**config.mk**
```make
export PLATFORM = sky130hd
export DESIGN_NAME = evt_timer
export DESIGN_NICKNAME = d
export VERILOG_FILES = /design/src/rtl/evt_timer_pkg.sv /design/src/rtl/evt_edge_sense.sv /design/src/rtl/evt_prescaler.sv /design/src/rtl/evt_counter.sv /design/src/rtl/evt_timer.sv
export SDC_FILE = /design/constraint.sdc
export NUM_CORES = 1
export LEC_CHECK = 0
export ABC_CLOCK_PERIOD_IN_PS = 6400
export CAP_MARGIN = 20
export CORE_UTILIZATION = 50
export CTS_CLUSTER_SIZE = 30
export DETAILED_ROUTE_END_ITERATION = 10
export GPL_ROUTABILITY_DRIVEN = 0
export PLACE_DENSITY_LB_ADDON = 0.08
export SLEW_MARGIN = 10
export SYNTH_ARGS = -nofsm -noshare
export SYNTH_HDL_FRONTEND = slang
export SYNTH_SLANG_ARGS = --single-unit
```
**constraint.sdc**
```tcl
create_clock -name clk -period 6.4 [get_ports clk]
set_clock_uncertainty 0.05 [all_clocks]
set_input_delay 0.96 -clock clk [delete_from_list [all_inputs] [get_ports clk]]
set_output_delay 0.96 -clock clk [all_outputs]
set_load 0.01 [all_outputs]
```
**src/rtl/evt_timer_pkg.sv**
```systemverilog
package evt_timer_pkg;

  localparam int RATE_W = 3;
  localparam int MODE_W = RATE_W + 3;

  typedef struct packed {
    logic              src_pin;
    logic              fall_edge;
    logic              psc_to_wdt;
    logic [RATE_W-1:0] rate;
  } mode_t;

  localparam mode_t MODE_RST = '{src_pin: 1'b1, fall_edge: 1'b1, psc_to_wdt: 1'b1, rate: '1};

endpackage

```
**src/rtl/evt_edge_sense.sv**
```systemverilog
module evt_edge_sense (
  input  logic clk,
  input  logic rst,
  input  logic pin,
  input  logic fall_sel,
  output logic evt
);
  logic pin_q;

  always_ff @(posedge clk) begin
    if (rst) pin_q <= 1'b0;
    else     pin_q <= pin;
  end

  always_comb begin
    if (fall_sel) evt = pin_q & ~pin;
    else          evt = pin & ~pin_q;
  end
endmodule

```
**src/rtl/evt_prescaler.sv**
```systemverilog
module evt_prescaler #(
  parameter int W = 8
) (
  input  logic         clk,
  input  logic         rst,
  input  logic         clr,
  input  logic         evt_in,
  input  logic [W-1:0] limit,
  output logic         tick
);
  logic [W-1:0] count_q;

  assign tick = evt_in && (count_q == limit);

  always_ff @(posedge clk) begin
    if (rst || clr)  count_q <= '0;
    else if (evt_in) count_q <= tick ? '0 : count_q + 1'b1;
  end
endmodule

```
**src/rtl/evt_counter.sv**
```systemverilog
module evt_counter #(
  parameter int W = 8
) (
  input  logic         clk,
  input  logic         rst,
  input  logic         we,
  input  logic [W-1:0] wdata,
  input  logic         inc,
  output logic [W-1:0] value,
  output logic         ovf
);
  always_ff @(posedge clk) begin
    if (rst) begin
      value <= '0;
      ovf   <= 1'b0;
    end else begin
      ovf <= 1'b0;
      if (we) begin
        value <= wdata;
      end else if (inc) begin
        value <= value + 1'b1;
        ovf   <= &value;
      end
    end
  end
endmodule

```
**src/rtl/evt_timer.sv**
```systemverilog
module evt_timer
  import evt_timer_pkg::*;
#(
  parameter int CNT_W = 8
) (
  input  logic             clk,
  input  logic             rst,
  input  logic             cyc_en,
  input  logic             ext_pin,
  input  logic             mode_we,
  input  logic [MODE_W-1:0] mode_wdata,
  input  logic             cnt_we,
  input  logic [CNT_W-1:0] cnt_wdata,
  output logic [CNT_W-1:0] cnt_value,
  output logic             cnt_ovf,
  output logic             wdog_tick
);
  localparam int PSC_W = 1 << RATE_W;
  localparam logic [PSC_W:0] SPAN_ONE = 1;
  localparam logic [PSC_W:0] SPAN_TWO = 2;

  mode_t            mode_q;
  logic             pin_evt;
  logic             src_evt;
  logic             psc_in;
  logic             psc_clr;
  logic             psc_tick;
  logic             cnt_inc;
  logic [PSC_W:0]   span;
  logic [PSC_W:0]   span_m1;
  logic [PSC_W-1:0] psc_limit;

  always_ff @(posedge clk) begin
    if (rst)          mode_q <= MODE_RST;
    else if (mode_we) mode_q <= mode_t'(mode_wdata);
  end

  evt_edge_sense u_edge (
    .clk      (clk),
    .rst      (rst),
    .pin      (ext_pin),
    .fall_sel (mode_q.fall_edge),
    .evt      (pin_evt)
  );

  assign src_evt = mode_q.src_pin ? pin_evt : cyc_en;
  assign psc_in  = mode_q.psc_to_wdt ? cyc_en : src_evt;
  assign psc_clr = mode_we | (cnt_we & ~mode_q.psc_to_wdt);

  // Same code field: watchdog side divides by 2^code, counter side by 2^(code+1).
  always_comb begin
    if (mode_q.psc_to_wdt) span = SPAN_ONE << mode_q.rate;
    else                   span = SPAN_TWO << mode_q.rate;
    span_m1   = span - SPAN_ONE;
    psc_limit = span_m1[PSC_W-1:0];
  end

  evt_prescaler #(.W(PSC_W)) u_psc (
    .clk    (clk),
    .rst    (rst),
    .clr    (psc_clr),
    .evt_in (psc_in),
    .limit  (psc_limit),
    .tick   (psc_tick)
  );

  assign cnt_inc = mode_q.psc_to_wdt ? src_evt : psc_tick;

  evt_counter #(.W(CNT_W)) u_cnt (
    .clk   (clk),
    .rst   (rst),
    .we    (cnt_we),
    .wdata (cnt_wdata),
    .inc   (cnt_inc),
    .value (cnt_value),
    .ovf   (cnt_ovf)
  );

  always_ff @(posedge clk) begin
    if (rst) wdog_tick <= 1'b0;
    else     wdog_tick <= mode_q.psc_to_wdt ? psc_tick : cyc_en;
  end
endmodule

```
Word-level counts from Yosys, hierarchy flattened
Cells that the tools add are included.
W data, S select, Z words.
- memories: 0
- bits in latches: 0
- input bits: 20
- output and inout bits: 10
- bits in registers: 25
- RAM bits: 0
- ROM bits: 0
- word-level logic and storage cells: 37
- magnitude comparators: 0
- $add $sub $neg: 3
- shift-type cells: 2
- div/mod/pow operators: 0
- bitwise logic cells: 8
- equal/unequal tests: 1
- muxes and demuxes: 9
- reductions and logical operators: 5
- multiply operators: 0
- operators by type and width (kind ; number):
    $mux W8 ; 4
    $add A8 B1 Y8 const B ; 2
    $eq A8 B8 Y1 ; 1
    $reduce_and A8 Y1 ; 1
    $shl A1 B3 Y8 const A ; 1
    $shl A2 B3 Y8 const A ; 1
    $sub A8 B1 Y8 const B ; 1
    $mux W1 ; 5
    $not A1 Y1 ; 4
    $and A1 B1 Y1 ; 3
    $reduce_or A3 Y1 ; 1
    $reduce_bool A2 Y1 ; 1
    $logic_and A1 B1 Y1 ; 1
    $logic_or A1 B1 Y1 ; 1
    $or A1 B1 Y1 ; 1

Logic depth before layout (Yosys ltp)
Gate-level depths: netlist (run 1).
- word-level depth: 9
- mapped depth: 12
- depth with buffers taken out: 10

Cells and area by module
From an unflattened synthesis (run 1), not the netlist that was laid out.
- cells, all modules: 175
- area, all modules: 1487.7 um^2
- by module, submodules not included (module ; sequential area each (um^2) ; area an instance (um^2) ; times used ; cells an instance):
    evt_timer ; 140.1 ; 530.5 ; 1 ; 67
    evt_prescaler ; 160.2 ; 460.4 ; 1 ; 51
    evt_counter ; 180.2 ; 447.9 ; 1 ; 52
    evt_edge_sense ; 20.0 ; 48.8 ; 1 ; 5

Worst setup path before layout (run 1)
OpenSTA, ideal clock, no wires.
- kind: input to register
- from: in ext_pin
- to: reg u_psc.count_q[7]
- library setup time: 0.118 ns
- path slack: 3.672 ns
- arrival: 2.561 ns
- stages on the path: 7
- buffers on the path: 0
- data required time: 6.232 ns
- cells stage by stage: or3b_2 -> a31o_2 -> o21ai_0 -> and3_1 -> nand4_1 -> xor2_1 -> nor2_1
- cells in the longest elaborated chain, start to end: 7
- elaborated cells between the ends (all ways): 8
- classes of those cells: 4 x mux; 3 x bitwise; 1 x reduce/logical
- RTL lines (item ; RTL line ; RTL):
    from (decl) ; evt_timer.sv:9 ; input logic ext_pin,
    $not A1 Y1 ; evt_edge_sense.sv:16 ; if (fall_sel) evt = pin_q & ~pin;
    $and A1 B1 Y1 ; evt_edge_sense.sv:16 ;
    $mux W1 (*) ; evt_edge_sense.sv:16 ;
    $mux W1 (*) ; evt_timer.sv:46 ; assign src_evt = mode_q.src_pin ? pin_evt : cyc_en;
    $mux W1 (*) ; evt_timer.sv:47 ; assign psc_in = mode_q.psc_to_wdt ? cyc_en : src_evt;
    $logic_and A1 B1 Y1 ; evt_prescaler.sv:13 ; assign tick = evt_in && (count_q == limit);
    $mux W8 ; evt_prescaler.sv:17 ; else if (evt_in) count_q <= tick ? '0 : count_q + 1'b1;
    to (signal assigned) ; evt_prescaler.sv:17 ;
    to (decl) ; evt_prescaler.sv:11 ; logic [W-1:0] count_q;
Mark *: on every way between the ends. The rest lies on a longest branch, timed or not.
A chain may end at the register's enable or synchronous reset.

Final worst setup path (run 1)
- from: reg mode_q[3] (netlist name)
- to: reg u_cnt.value[2]
- cells in the longest elaborated chain, start to end: 6
- elaborated cells between the ends (all ways): 7
- classes of those cells: 1 x add/sub; 1 x eq/ne; 3 x mux; 2 x reduce/logical
- RTL lines (item ; RTL line ; RTL):
    from (decl) ; evt_timer.sv:22 ; mode_t mode_q;
    from (signal assigned) ; evt_timer.sv:35 ; else if (mode_we) mode_q <= mode_t'(mode_wdata);
    $mux W8 ; evt_timer.sv:52 ; if (mode_q.psc_to_wdt) span = SPAN_ONE << mode_q.rate;
    $sub A8 B1 Y8 ; evt_timer.sv:54 ; span_m1 = span - SPAN_ONE;
    $eq A8 B8 Y1 ; evt_prescaler.sv:13 ;
    $logic_and A1 B1 Y1 ; evt_prescaler.sv:13 ;
    $mux W1 (*) ; evt_timer.sv:67 ; assign cnt_inc = mode_q.psc_to_wdt ? src_evt : psc_tick;
    $reduce_bool A2 Y1 (no line) (*) ; n/a ;
    to (signal assigned) ; evt_counter.sv:19 ; value <= wdata;
    to (signal assigned) ; evt_counter.sv:21 ; value <= value + 1'b1;
    to (decl) ; evt_counter.sv:9 ; output logic [W-1:0] value,
Marks and branches as above.

==> results of run 1 <==
## final cells by class
type	instances	area, um2	share of cell area [%]
Sequential cell	25	500	26.6
Timing Repair Buffer	29	290	15.4
Clock inverter	1	5.00	0.266
Tap cell	44	55.1	2.93
Multi-Input combinational cell	146	978	52.0
Inverter	8	30.0	1.60
Clock buffer	3	22.5	1.20
## power breakdown
group / internal (W) / switching, W / total, W
Sequential: 0.000163 / 0.00000998 / 0.000173
Clock: 0.0000234 / 0.0000503 / 0.0000738
Combinational: 0.0000396 / 0.0000399 / 0.0000795
## worst paths after layout
check	slack, ns	endpoint	from
setup reg to reg	3.16	u_cnt.value[2]$_SDFFE_PP0P_	mode_q[3]$_SDFFE_PP1P_
hold / removal	0.46	u_cnt.ovf$_SDFF_PP0_	u_cnt.value[7]$_SDFFE_PP0P_
hold reg to reg	0.46	u_cnt.ovf$_SDFF_PP0_	u_cnt.value[7]$_SDFFE_PP0P_
setup / recovery	3.16	u_cnt.value[2]$_SDFFE_PP0P_	mode_q[3]$_SDFFE_PP1P_
## layer usage
| metal | track usage [%] | up-vias | wire, um |
|---|---|---|---|
| li1 | - | 744 | - |
| met1 | 29.5 | 677 | 1680 |
| met2 | 37.8 | 41 | 1700 |
| met3 | 2.20 | 2 | 215 |
| met4 | 8.50 | 0 | 15 |
| met5 | 0 | - | 0 |
## Yosys cell counts, drive strengths merged (5+ instances only)
cell type | n | share of area, %
inv | 8 | 1.9
xnor2 | 6 | 3.3
ha | 5 | 3.9
nor2 | 19 | 4.5
xor2 | 11 | 6.1
dfxtp | 25 | 31
nand2 | 21 | 5.0
or4 | 5 | 2.4
buf | 5 | 3.1
o211ai | 6 | 2.8
a21oi | 5 | 1.6
o21ai | 7 | 2.2
clkbuf | 5 | 1.9
## per-stage QoR
step	instances	power [W]	hold slack, ns
6_report	256	0.000326	0.456
3_3_place_gp	252	0.000252	0.420
4_1_cts	256	0.000328	0.461
2_1_floorplan	189	0.000228	0.407
5_1_grt	256	0.000345	0.491
3_5_place_dp	252	0.000255	0.433
## critical path: stages, from the launching register on
cell,delay [ns]
sky130_fd_sc_hd__dfxtp_1,0.49
sky130_fd_sc_hd__ha_1,0.41
sky130_fd_sc_hd__nand2_1,0.10
sky130_fd_sc_hd__ha_1,0.26
sky130_fd_sc_hd__xnor2_1,0.15
sky130_fd_sc_hd__xnor2_1,0.14
sky130_fd_sc_hd__nor4_2,0.31
sky130_fd_sc_hd__a41oi_1,0.45
sky130_fd_sc_hd__or4_1,0.55
sky130_fd_sc_hd__a311oi_1,0.24
## sequential cells by signal, summed over array words and instances (netlist names)
register and count:
wdog_tick 1, u_psc.count_q 8, u_cnt.ovf 1, mode_q 6
u_edge.pin_q 1, u_cnt.value 8
## cell families after synthesis
kind of cell / count (synthesis) / synth area share [%]
muxes: 4 / 2.52
and+or+nand+nor: 75 / 24.4
adders and majority gates: 5 / 3.94
AOI/OAI and AO/OA: 45 / 21.3
DFF: 25 / 31.5
buffers and inverters: 18 / 6.93
xor gates and xnor gates: 17 / 9.37
==> impl_summary.log, run 1 <==
INFO  metric global_route_wire_length_before_repair = 5930 um
INFO  metric critical_path.max_fanout = 11
INFO  metric ios = 30
INFO  metric postPlaceCellArea = around 0.0019 mm2
INFO  metric synth_fp_nets = 214
INFO  metric outcome = complete, no violations
INFO  metric clkSlewWorstSetupHoldPaths = approximately 0.15 ns
INFO  metric p_leak = 0.743 nW
INFO  metric globalRouteTotalUtil = between 20% and 30%
INFO  metric netlist_area = 0.00159 mm2
INFO  metric dr.first_iter.drc_count = 65
INFO  metric synth_warnings = 0
INFO  metric placementRows = 20
INFO  metric synth_ff_type = sky130_fd_sc_hd__dfxtp_1
INFO  metric period_share = 50.6%
INFO  metric cts_sinks = 25
INFO  metric place_ws = 2.84 ns
INFO  metric power_density = 173 mW/mm2
INFO  metric drv_cap = 0
INFO  metric worstSetupStartpointType = flop
INFO  metric clock_tree_from_tritoncts = yes
INFO  metric avgSynthCellArea = 8.41 um2
INFO  metric globalRoute.totalOverflow = 0
INFO  metric rsz_0062_raised_after_global_routing = false
INFO  metric cts-root-to-sink-buffers = 2
INFO  metric min_delay_path_depth = 2
INFO  metric placement.io_buffers = 29
INFO  metric max-slew-margin-rel = around 38%
INFO  metric ctsHtreeMaxLevel = 1
INFO  metric timing.final.hold_violations = 0
INFO  metric layout_commonest_cell = sky130_fd_sc_hd__clkdlybuf4s50_1
INFO  metric postCtsSetupBuffers = 0
INFO  metric most_frequent_cells_in_the_layout = sky130_fd_sc_hd__clkdlybuf4s50_1 (29), sky130_fd_sc_hd__dfxtp_1 (25), sky130_fd_sc_hd__nand2_1 (21), sky130_fd_sc_hd__nor2_1 (19), sky130_fd_sc_hd__xor2_1 (11)
INFO  metric pin_count_of_the_biggest_net_entering_global_routing = 18
INFO  metric detailedPlacementHpwl = 2610 um
INFO  metric timing.final.max_slew_violations = 0
INFO  metric worstMarginPinSlew = about 0.9 ns
INFO  metric cts-resized-gates = 0
INFO  metric routed_wl = 3610 um
INFO  metric post_cts_hold_buffer_count = 0
INFO  metric die_width = 58.4 um
INFO  metric clockRootBuffer = sky130_fd_sc_hd__clkbuf_4
INFO  metric netlist-cell-type-count = 47
INFO  metric final.setup.worst_slack = between 3 and 4 ns
INFO  metric finalSetupViolations = 0
INFO  metric grt_pass1_vias = 1389
INFO  metric nNetsFinal = 238
INFO  metric worst-endpoint-required = around 6.6 ns
INFO  metric drt-wirelength-per-cell = approximately 14 um
INFO  metric critPathCaptureType = flop
INFO  metric synth_edf_count = 0
INFO  metric drcViolationCount = 0
INFO  metric route.vias.total = about 1500
INFO  metric insertion_delay = 0.32 ns
INFO  metric r2r_cells = 9
INFO  metric final_core_util = 62.1%
INFO  metric ir_drop = ~0.000097 V
INFO  metric cts_buffers = 3
INFO  metric cp_data_arrival_time = 3.43 ns
INFO  metric setup_tns = 0 ns
INFO  metric die_y = 58.4 um
INFO  metric hp-class = reg -> reg
INFO  metric start_util = a little over half
INFO  metric firstDrtPassIters = 4
INFO  metric viasPerCell = 5.72
INFO  metric worst-setup-path-type = reg -> reg
INFO  metric synthArstFlopShare = 0%
INFO  metric min_period = 3.24 ns
INFO  metric drive_gt1_share = 5.19%
INFO  metric antenna_cells = 0
INFO  metric design.die.area = 0.00341 mm2
INFO  metric synth_seq_cells = 25
INFO  metric finish.instance_area = 0.00188 mm2
INFO  metric antenna_violations_before_repair = 0
INFO  metric fillCellCount = ~270
INFO  metric synthToLayoutAreaGrowth = 18.4%
INFO  metric synthesis.instances = 189
INFO  metric floorplan.core_area = 0.00303 mm2
INFO  metric synth_seq_area_share = 31.5%
INFO  metric detail-route-antenna-nets = 0
INFO  metric max_clock_freq = 309 MHz
Power figures use the tool's default switching activity.
==> run 2: changes to the inputs <==
--- a/config.mk
+++ b/config.mk
@@ -5,9 +5,9 @@
 export SDC_FILE = /design/constraint.sdc
 export NUM_CORES = 1
 export LEC_CHECK = 0
-export ABC_CLOCK_PERIOD_IN_PS = 6400
+export ABC_CLOCK_PERIOD_IN_PS = 2700
 export CAP_MARGIN = 20
-export CORE_UTILIZATION = 50
+export CORE_UTILIZATION = 47
 export CTS_CLUSTER_SIZE = 30
 export DETAILED_ROUTE_END_ITERATION = 10
 export GPL_ROUTABILITY_DRIVEN = 0
==> constraint.sdc (replaced) <==
create_clock -name clk -period 2.7 [get_ports clk]
set_clock_uncertainty 0.05 [all_clocks]
set_input_delay 0.405 -clock clk [delete_from_list [all_inputs] [get_ports clk]]
set_output_delay 0.405 -clock clk [all_outputs]
set_load 0.01 [all_outputs]
==> impl_summary.log, run 2 (synthesized netlist as in run 1, its figures left out) <==
INFO  metric setup_tns = 0 ns (unchanged)
INFO  metric cts-root-to-sink-buffers = 2 (unchanged)
INFO  metric drcViolationCount = 0 (unchanged)
INFO  metric nNetsFinal = 251 (was 238)
INFO  metric delay_of_the_slowest_cell_on_the_worst_path = 0.43 ns (was 0.55 ns)
INFO  metric design.die.area = 0.00362 mm2 (was 0.00341 mm2)
INFO  metric drive_gt1_share = 15.1% (was 5.19%)
INFO  metric comb_power_share = 28.1% (was 24.3%)
INFO  metric critical-path-slowest-cell = sky130_fd_sc_hd__or4_1 (unchanged)
INFO  metric r2r_cells = 10 (was 9)
INFO  metric drv_cap = 0 (unchanged)
INFO  metric placementRows = 20 (unchanged)
INFO  metric worstMarginPinSlew = 0.462 ns (was 0.918 ns)
INFO  metric placement.io_buffers = 29 (unchanged)
INFO  metric cts_buffers = 3 (unchanged)
INFO  metric firstDrtPassIters = 4 (unchanged)
INFO  metric crit_chain = inv_2 > ha_4 > nand2_1 > ha_2 > xor2_1 > nand3_1 > nor4_2 > a41oi_2 > or4_1 > a311oi_1 (was ha_1 > nand2_1 > ha_1 > xnor2_1 > xnor2_1 > nor4_2 > a41oi_1 > or4_1 > a311oi_1)
INFO  metric globalRoute.totalOverflow = 0 (unchanged)
INFO  metric power_frac_clock = 21.5% (was 22.6%)
INFO  metric largestRegisters = u_cnt.value (8), u_psc.count_q (8), mode_q (6) (unchanged)
INFO  metric busiest_layer = met2 (unchanged)
INFO  metric critPathCaptureType = flop (unchanged)
INFO  metric outcome = complete, no violations (unchanged)
INFO  metric route.vias.total = 1536 (was 1464)
INFO  metric grt_pass1_vias = 1425 (was 1389)
INFO  metric worst_r2r_endpoint = u_cnt.value[2]$_SDFFE_PP0P_ (unchanged)
INFO  metric hp-class = reg -> reg (unchanged)
INFO  metric fillCellCount = 285 (was 271)
INFO  metric period_share = 94.9% (was 50.6%)
INFO  metric critical_path.max_fanout = 6 (was 11)
INFO  metric clock_tree_from_tritoncts = yes (unchanged)
INFO  metric worstSetupStartpointType = flop (unchanged)
INFO  metric clkSlewWorstSetupHoldPaths = 0.14 ns (was 0.15 ns)
INFO  metric max-slew-margin-rel = 69.1% (was 38.0%)
INFO  metric worst-endpoint-required = 2.89 ns (was 6.59 ns)
INFO  metric routed_wl = 3880 um (was 3610 um)
INFO  metric max_clock_freq = 390 MHz (was 309 MHz)
INFO  metric dr.first_iter.drc_count = 118 (was 65)
INFO  metric pin_count_of_the_biggest_net_entering_global_routing = 17 (was 18)
INFO  metric grt.met3_usage = 2.16% (was 2.20%)
INFO  metric layout_commonest_cell = sky130_fd_sc_hd__clkdlybuf4s50_1 (unchanged)
INFO  metric swShare = 30.4% (was 30.7%)
INFO  metric cts_sinks = 25 (unchanged)
INFO  metric crit_path_end = u_cnt.value[2]$_SDFFE_PP0P_ (unchanged)
INFO  metric r2r_start = mode_q[0]$_SDFFE_PP1P_ (was mode_q[3]$_SDFFE_PP1P_)
INFO  metric detailedPlacementHpwl = 2890 um (was 2610 um)
INFO  metric most_frequent_cells_in_the_layout = sky130_fd_sc_hd__clkdlybuf4s50_1 (29), sky130_fd_sc_hd__dfxtp_1 (23), sky130_fd_sc_hd__nand2_1 (21), sky130_fd_sc_hd__nor2_1 (19), sky130_fd_sc_hd__buf_4 (13) (was sky130_fd_sc_hd__clkdlybuf4s50_1 (29), sky130_fd_sc_hd__dfxtp_1 (25), sky130_fd_sc_hd__nand2_1 (21), sky130_fd_sc_hd__nor2_1 (19), sky130_fd_sc_hd__xor2_1 (11))
INFO  metric die_y = 60.1 um (was 58.4 um)
INFO  metric clockRootBuffer = sky130_fd_sc_hd__clkbuf_4 (unchanged)
INFO  metric final_core_util = 64.9% (was 62.1%)
INFO  metric floorplan.core_area = 0.00313 mm2 (was 0.00303 mm2)
INFO  metric die_width = 60.1 um (was 58.4 um)
INFO  metric drt-wirelength-per-cell = 14.4 um (was 14.1 um)
INFO  metric insertion_delay = 0.32 ns (about the same)
INFO  metric power_density = 397 mW/mm2 (was 173 mW/mm2)
INFO  metric timing.final.hold_violations = 0 (unchanged)
INFO  metric cp_num_buf_inv = 1 (was 0)
INFO  metric reg2reg_slack = 0.14 ns (was 3.16 ns)
INFO  metric timing.final.max_slew_violations = 0 (unchanged)
INFO  metric finalSetupViolations = 0 (unchanged)
INFO  metric worst_setup_path_startpoint = mode_q[0]$_SDFFE_PP1P_ (was mode_q[3]$_SDFFE_PP1P_)
INFO  metric global_route.usage.met1 = 30.5% (was 29.5%)
INFO  metric rsz_0062_raised_after_global_routing = false (unchanged)
INFO  metric worst-setup-path-type = reg -> reg (unchanged)
INFO  metric cp_top_family = simple AND/OR/NAND/NOR gates (unchanged)
INFO  metric seq_power_share = 50.5% (was 53.1%)
INFO  metric regArea = 503 um2 (was 500 um2)
INFO  metric cellInternalPower = 0.000560 W (was 0.000226 W)
INFO  metric antenna_violations_before_repair = 0 (unchanged)
INFO  metric viasPerCell = 5.71 (was 5.72)
INFO  metric total_stage_count_of_the_critical_path = 10 (was 9)
INFO  metric p_leak = 0.805 nW (was 0.743 nW)
INFO  metric min_period = 2.56 ns (was 3.24 ns)
INFO  metric globalRouteTotalUtil = 23.2% (was 22.3%)
INFO  metric global_route_wire_length_before_repair = 6300 um (was 5930 um)
INFO  metric multiInputGateArea = 0.00103 mm2 (was 978 um2)
INFO  metric detail-route-antenna-nets = 0 (unchanged)
INFO  metric grtUsageMet2 = 38.8% (was 37.8%)
INFO  metric ios = 30 (unchanged)
INFO  metric total_switching_power = 0.000245 W (was 0.000100 W)
INFO  metric synthToLayoutAreaGrowth = 27.8% (was 18.4%)
INFO  metric start_util = 50.8% (was 52.5%)
INFO  metric ctsHtreeMaxLevel = 1 (unchanged)
INFO  metric cp_data_arrival_time = 2.75 ns (was 3.43 ns)
INFO  metric ir_drop = 0.000258 V (was 0.0000970 V)
INFO  metric antenna_cells = 0 (unchanged)
-- run 2: cell types whose count changed in the layout (fill, tap and decap cells not counted), sizes merged --
| cell | delta |
|---|---|
| buf | +13 |
| clkbuf | +1 |
| clkinv | -1 |
-- run 2: through the flow --
stage | total power, W | cell area [um2] | std cells | hold slack (ns) | setup slack, ns
after floorplan | 0.000541 | 1590 | 189 | 0.407 | 0.113
after global placement | 0.000617 | 1940 | 264 | 0.418 | 0.0862
after detailed placement | 0.000623 | 1940 | 264 | 0.438 | -0.0000180
after CTS | 0.000800 | 2000 | 268 | 0.460 | 0.00757
after global routing | 0.000847 | 2030 | 269 | 0.503 | 0.0290
final | 0.000805 | 2030 | 269 | 0.455 | 0.139
-- run 2: what timing repair did --
action	in CTS	in global routing
buffers inserted	0	1
gates resized for setup	5	8
hold buffers	0	0
pin swaps	2	4
endpoints found under the hold margin	0	0
setup endpoints to repair	2	8
gates cloned	0	0
-- run 2: worst min-delay path by stage --
stage | slack, ns | cells after the start | from | end
floorplan | 0.41 | 2 | mode_q[4]$_SDFFE_PP1P_ | mode_q[4]$_SDFFE_PP1P_
global placement | 0.42 | 2 | u_cnt.value[7]$_SDFFE_PP0P_ | u_cnt.ovf$_SDFF_PP0_
detailed placement | 0.44 | 2 | u_cnt.value[7]$_SDFFE_PP0P_ | u_cnt.ovf$_SDFF_PP0_
CTS | 0.46 | 2 | u_cnt.value[7]$_SDFFE_PP0P_ | u_cnt.ovf$_SDFF_PP0_
global route | 0.50 | 2 | u_cnt.value[7]$_SDFFE_PP0P_ | u_cnt.ovf$_SDFF_PP0_
finish | 0.46 | 2 | u_cnt.value[7]$_SDFFE_PP0P_ | u_cnt.ovf$_SDFF_PP0_
-- run 2: power groups by stage --
stage,registers [W],logic [W],clock network (W)
global placement,0.000412,0.000205,0
finish,0.000406,0.000226,0.000173
CTS,0.000405,0.000220,0.000175
floorplan,0.000414,0.000127,0
global route,0.000409,0.000247,0.000191
detailed placement,0.000413,0.000211,0
-- run 2: area by class of cell --
class | instances | area share, %
Clock buffer | 4 | 1.29
Inverter | 8 | 1.48
Multi-Input combinational cell | 146 | 50.6
Sequential cell | 25 | 24.8
Tap cell | 44 | 2.71
Timing Repair Buffer | 42 | 19.1
-- run 2: worst reg2reg max path: stages, from the launching register on --
cell and delay (ns):
sky130_fd_sc_hd__dfxtp_2 0.36, sky130_fd_sc_hd__inv_2 0.05, sky130_fd_sc_hd__ha_4 0.30, sky130_fd_sc_hd__nand2_1 0.06
sky130_fd_sc_hd__ha_2 0.33, sky130_fd_sc_hd__xor2_1 0.15, sky130_fd_sc_hd__nand3_1 0.10, sky130_fd_sc_hd__nor4_2 0.20
sky130_fd_sc_hd__a41oi_2 0.19, sky130_fd_sc_hd__or4_1 0.43, sky130_fd_sc_hd__a311oi_1 0.27
-- run 2: routing by layer --
layer | up-vias | routed length (um)
met5 | - | 0
met4 | 0 | 17
met3 | 2 | 189
met2 | 46 | 1880
met1 | 720 | 1800
li1 | 768 | -
